**src/rtl/pgwalk3.sv**
```systemverilog
module pgwalk3 #(
  parameter int CTX_W = 8
) (
  input  logic             clk,
  input  logic             rst_n,
  input  logic             req_valid,
  input  logic [31:0]      req_va,
  input  logic [1:0]       req_kind,
  input  logic             req_super,
  input  logic             req_phys,
  input  logic [31:0]      ctx_root,
  input  logic [CTX_W-1:0] ctx_num,
  input  logic             nofault,
  input  logic             boot_mode,
  input  logic [35:0]      prom_base,
  input  logic             fsr_clr,
  output logic             mem_req,
  output logic             mem_we,
  output logic [35:0]      mem_addr,
  output logic [31:0]      mem_wdata,
  input  logic             mem_ack,
  input  logic             mem_err,
  input  logic [31:0]      mem_rdata,
  output logic             done,
  output logic             ok,
  output logic [35:0]      pa,
  output logic [2:0]       perm,
  output logic [1:0]       pg_size,
  output logic [9:0]       fsr,
  output logic [31:0]      far
);
  localparam int REF_B = 5;
  localparam int MOD_B = 6;

  typedef enum logic [1:0] {S_IDLE, S_RD, S_WR} st_t;
  st_t         st;
  logic [1:0]  lvl;
  logic [31:0] va_q;
  logic [1:0]  kind_q;
  logic        sup_q;
  logic [31:0] ent;
  logic [35:0] addr_q;

  assign done      = (st == S_IDLE);
  assign mem_req   = (st != S_IDLE);
  assign mem_we    = (st == S_WR);
  assign mem_addr  = addr_q;
  assign mem_wdata = ent;

  wire [1:0]  ety     = mem_rdata[1:0];
  wire [2:0]  acc     = mem_rdata[4:2];
  wire        is_ptr  = (ety == 2'd1) && (lvl != 2'd3);
  wire        is_leaf = (ety == 2'd2) && (lvl != 2'd0);
  wire [2:0]  aidx    = {kind_q[0], kind_q[1], sup_q};
  wire [31:0] upd     = mem_rdata | (32'd1 << REF_B) | (kind_q[0] ? (32'd1 << MOD_B) : 32'd0);
  wire [31:0] va_m    = {req_va[31:12], 12'h000};

  logic [9:0]  vidx;
  logic [35:0] offs;
  logic [2:0]  grant, need, pcode, stype;
  always_comb begin
    case (lvl)
      2'd0:    vidx = {va_q[31:24], 2'b00};
      2'd1:    vidx = {2'b00, va_q[23:18], 2'b00};
      default: vidx = {2'b00, va_q[17:12], 2'b00};
    endcase
    case (lvl)
      2'd1:    offs = {12'd0, va_q[23:12], 12'd0};
      2'd2:    offs = {18'd0, va_q[17:12], 12'd0};
      default: offs = 36'd0;
    endcase
    grant[2] = sup_q ? (acc != 3'd4) : (acc != 3'd4 && acc != 3'd6 && acc != 3'd7);
    grant[1] = (acc == 3'd1) || (acc == 3'd3) || (sup_q && (acc == 3'd5 || acc == 3'd7));
    grant[0] = (acc == 3'd2) || (acc == 3'd3) || (acc == 3'd4) || (sup_q && acc[2] && acc[1]);
    need     = {~(kind_q[0] | kind_q[1]), kind_q[0], kind_q[1]};
    if (!sup_q && acc[2] && acc[1])   pcode = 3'd3;
    else if ((need & ~grant) != 3'd0) pcode = 3'd2;
    else                              pcode = 3'd0;
    stype = (!mem_err && ety == 2'd0) ? 3'd1 : 3'd4;
  end

  wire rd_ack   = (st == S_RD) && mem_ack;
  wire sfault   = rd_ack && (mem_err || (!is_ptr && !is_leaf));
  wire pfault   = rd_ack && !sfault && is_leaf && (pcode != 3'd0) && !(nofault && !sup_q);
  wire flt_now  = sfault || pfault;
  wire [2:0]  ftype = sfault ? stype : pcode;
  wire [9:0]  fsr_n = ((fsr != 10'd0) ? 10'd1 : 10'd0) | {lvl, 8'd0}
                    | {2'd0, aidx, 5'd0} | {5'd0, ftype, 2'd0} | 10'd2;

  always_ff @(posedge clk) begin
    if (!rst_n) begin
      st <= S_IDLE; lvl <= 2'd0; va_q <= '0; kind_q <= '0; sup_q <= 1'b0;
      ent <= '0; addr_q <= '0; ok <= 1'b0; pa <= '0; perm <= '0;
      pg_size <= '0; fsr <= '0; far <= '0;
    end else begin
      if (flt_now) begin
        fsr <= fsr_n;
        far <= va_q;
      end else if (fsr_clr) begin
        fsr <= '0;
      end
      case (st)
        S_IDLE: if (req_valid) begin
          va_q <= va_m; kind_q <= req_kind; sup_q <= req_super; ok <= 1'b0;
          if (req_phys) begin
            ok      <= 1'b1;
            pg_size <= 2'd3;
            if (boot_mode && req_kind[1]) begin
              pa   <= prom_base | {17'd0, va_m[18:0]};
              perm <= 3'b101;
            end else begin
              pa   <= {4'd0, va_m};
              perm <= 3'b111;
            end
          end else begin
            st     <= S_RD;
            lvl    <= 2'd0;
            addr_q <= {ctx_root, 4'd0} + {{(34-CTX_W){1'b0}}, ctx_num, 2'b00};
          end
        end
        S_RD: if (mem_ack) begin
          if (flt_now) begin
            st <= S_IDLE;
          end else if (is_ptr) begin
            lvl    <= lvl + 2'd1;
            addr_q <= {mem_rdata[31:2], 6'd0} + {26'd0, vidx};
          end else begin
            ok      <= 1'b1;
            pa      <= {mem_rdata[31:8], 12'd0} + offs;
            perm    <= grant & {1'b1, upd[MOD_B], 1'b1};
            pg_size <= lvl;
            ent     <= upd;
            st      <= (upd != mem_rdata) ? S_WR : S_IDLE;
          end
        end
        S_WR: if (mem_ack) st <= S_IDLE;
        default: st <= S_IDLE;
      endcase
    end
  end

  // request held steady until acknowledged
  a_r11_hold: assert property (@(posedge clk) disable iff (!rst_n)
    mem_req && !mem_ack |=> mem_req && $stable(mem_addr));
  // write-back goes to the address of the leaf just read
  a_r7_wb_addr: assert property (@(posedge clk) disable iff (!rst_n)
    $rose(mem_we) |-> $stable(mem_addr));
  // write permission only with the modified flag in the stored entry
  a_r8_w_mod: assert property (@(posedge clk) disable iff (!rst_n)
    $rose(mem_we) && perm[1] |-> mem_wdata[MOD_B]);
  // any nonzero status carries the fault-valid bit
  a_r9_fsr_valid: assert property (@(posedge clk) disable iff (!rst_n)
    fsr != 10'd0 |-> fsr[1]);
  // after a reset, idle with no request
  a_r12_idle: assert property (@(posedge clk)
    !rst_n |=> done && !mem_req && !ok);
endmodule

```
**config.mk**
```make
export PLATFORM = sky130hd
export DESIGN_NAME = pgwalk3
export DESIGN_NICKNAME = d
export VERILOG_FILES = /design/src/rtl/pgwalk3.sv
export SDC_FILE = /design/constraint.sdc
export NUM_CORES = 1
export LEC_CHECK = 0
export ABC_AREA = 1
export BUFFER_PORTS_ARGS = -buffer_cell sky130_fd_sc_hd__buf_4
export CORE_AREA = 3 3 155 157
export DETAILED_ROUTE_END_ITERATION = 10
export DIE_AREA = 0 0 158 160
export PLACE_DENSITY = 0.7
export SLEW_MARGIN = 25
export SYNTH_ARGS = -nofsm -noshare
export SYNTH_HDL_FRONTEND = slang
export SYNTH_SLANG_ARGS = --single-unit
```
**constraint.sdc**
```tcl
create_clock -name clk -period 7.4 [get_ports clk]
set_input_delay 1.85 -clock clk [delete_from_list [all_inputs] [get_ports clk]]
set_output_delay 1.85 -clock clk [all_outputs]
set_load 0.05 [all_outputs]
```
==> summary.txt <==
Status: finished, final reports clean
First drt pass iteration count: 6
HP Class: flip-flop to flip-flop
Post-placement worst setup slack: 3.17 ns
Crit end category: flip-flop
Worst IR Drop VDD: 169 uV
Clock latency on the worst-skew pair: 0.44 ns
Post-Syn Area per Cell: 6.18 um2
Vias in the first global route: 10900
Htree depth: 4
CTS sink cnt: 165
Resize count post-CTS: 0
RSZ-0062 raised after global routing: false
Initial DRC count: 876
Wirelength, routed: 38.4 mm
EDFF count, synth: 0
Detailed placement HPWL: 29.3 mm
Initial antenna violation count: 0
WP data required: 7.70 ns
Antenna diodes: 0
Fillers: 2310
FF+latch area: 3300 um2
Sequential-to-total area share from yosys stat: 32.6%
Final Cell Area: 12900 um2
Tightest Pin Transition: 0.803 ns
Share of cells above drive strength 1: 17.8%
# nets final: 2063
I/O pin count: 307
R2R Setup Slk: 3.71 ns
CORE AREA: 22600 um2
Starting Density: 44.8%
Drt via density: 5.27
CTS max path bufs: 2
GRT Residual Overflow: 0
Worst setup SP type: primary input
Final Max Slew Viols: 0
Period Utilization, post-route: 51.7%
First-pass GRT wire length: 59.7 mm
Ys flop type: dfxtp_1
Synthesized flop and latch total: 165
WP data arrival: 4.13 ns
Most area-consuming cells after synthesis: dfxtp_1, nand2_1, a21oi_1, inv_1, o21ai_0
Post-Synthesis Cells: 1641
Pwr dens: 228 nW/um2
Leak pwr: 6.38 nW
GRT Total Usage: 29.9%
Postcts setup bufs: 0
CTS tree: yes
Die X: 158 um
Wire length per cell: 17.6 um
Final worst slack: 3.58 ns
Final hold vios: 0
Area leader, netlist: dfxtp_1
Setup tns final: 0 ns
Synth cell types: 45
Die area: 25300 um2
Post-route antenna net violation count: 0
Port Buf Inserts: 280
Clock root cell: clkbuf_16
Final setup viols: 0
Synth warn: 0
# DRC: 0
Synth-to-layout area growth: 27.5%
Post-synth top area share: 32.6%
Final GP Congestion: 0.946
Async SR Flop Fraction: 0%
Setup Skew: 0.0111 ns
Slew margin rel.: 46.4%
Crit Path Class: primary input to flip-flop
Crit-path max FO: 51
Max Fclk: 261 MHz
Vias: 11500
Max-cap violations: 0
Die H: 160 um
# hold bufs at CTS: 0
Num rows: 55
Clock Pin Slew Worst Setup and Hold Paths: 0.07 ns
Largest net degree at the start of global routing: 73
Placed cell areas: 12300 um2
Final Critical Period: 3.82 ns
Mapped Area: 10100 um2
CTS Buf Count: 17
Area occupied by multi-input gates: 5730 um2
## cell usage in the layout, fill, tap and decap left out, types with 2 or more instances in the layout
cell type,instances
nand3b_1,13
a22oi_1,2
inv_2,4
mux2i_1,3
nor3_1,26
inv_1,200
inv_8,4
clkinv_8,4
and3_1,4
nand4_1,17
nor2_1,185
fa_1,3
conb_1,14
a21boi_0,3
buf_4,289
nor4_1,3
a21o_1,3
o21ai_0,147
or2_2,5
inv_6,2
a21oi_1,171
nand2_1,419
xnor2_1,6
clkinv_4,2
o21bai_1,2
xor2_1,11
ha_1,26
o21ai_1,3
o211ai_1,7
clkbuf_16,17
dfxtp_1,165
nor2_2,2
nand3_1,117
## Yosys cell counts (3+ instances only)
library cell,count
nand2_1,419
inv_1,201
nor2_1,185
a21oi_1,171
dfxtp_1,165
o21ai_0,147
nand3_1,117
clkbuf_1,43
ha_1,26
nor3_1,26
buf_4,19
nand4_1,17
nand3b_1,13
buf_2,11
xor2_1,11
o211ai_1,7
xnor2_1,6
buf_1,5
or2_2,5
and3_1,4
inv_2,4
a21boi_0,3
a21o_1,3
fa_1,3
mux2i_1,3
nor4_1,3
o21ai_1,3
## final timing paths
kind | from | end | depth (start not counted)
hold reg to reg | mem_wdata[13] | mem_wdata[13] | 2
setup reg to reg | lvl[0] | mem_addr[24] | 16
hold / removal | mem_wdata[13] | mem_wdata[13] | 2
setup / recovery | mem_rdata[2] | mem_wdata[2] | 10
## sequential cells by signal (all words and copies together) (netlist names)
name and count:
sup_q 1, pa 36, far 20, lvl 2, kind_q 2, perm 3, va_q 20, pg_size 2
st 2, fsr 10, mem_addr 34, mem_wdata 32, ok 1
## logic make-up after synthesis
family	Yosys count	share of synthesized area [%]
buf+inv	285	11.5
simple gates	798	32.8
flops	165	32.6
compound gates	343	17.5
mux	3	0.296
other cells	1	0.0370
xor+xnor	17	1.47
fa+ha+maj	29	3.80
## cell type report
type / count / area share [%]
clock buffers: 18 / 3.32
clock inverters: 14 / 1.41
inverters: 205 / 5.96
multi-input cells: 1204 / 44.3
flip-flops and latches: 165 / 25.5
well taps: 285 / 2.76
repair buffers: 289 / 16.8
## per-layer routing
metal,routed length (um),up-vias,part of all wire (%),GRT usage [%]
met3,2520,68,6.6,4.72
li1,-,5737,-,-
met4,1240,0,3.2,10.8
met5,0,-,0,0
met1,17100,5260,44,40.6
met2,17600,429,46,48.1
## per-stage QoR
| step | std cells | hold WS, ns | utilization, % | power [W] |
|---|---|---|---|---|
| 5_1_grt | 2180 | 0.466 | 57.1 | 0.00307 |
| 2_1_floorplan | 1654 | 0.444 | - | 0.00168 |
| 3_3_place_gp | 2148 | 0.433 | 54.4 | 0.00201 |
| 3_5_place_dp | 2148 | 0.437 | 54.4 | 0.00202 |
| 6_report | 2180 | 0.446 | 57.1 | 0.00295 |
| 4_1_cts | 2180 | 0.448 | 57.1 | 0.00294 |
## critical path, cell delays in order
cell     delay [ns]
buf_4          0.14
inv_1          0.06
nand2_1        0.07
nand3_1        0.07
nand2_1        0.05
o21ai_1        0.30
nand4_1        0.58
buf_4          0.49
o21ai_0        0.44
a21oi_1        0.07
## power breakdown
part	switching, W	leakage [nW]	total (W)	internal [W]
Combinational	0.000689	4.74	0.000974	0.000285
Clock	0.000450	0.294	0.000937	0.000487
Sequential	0.0000610	1.35	0.00104	0.000976
Total	0.00120	6.38	0.00295	0.00175
No activity file was read; power rests on OpenSTA's default activity.
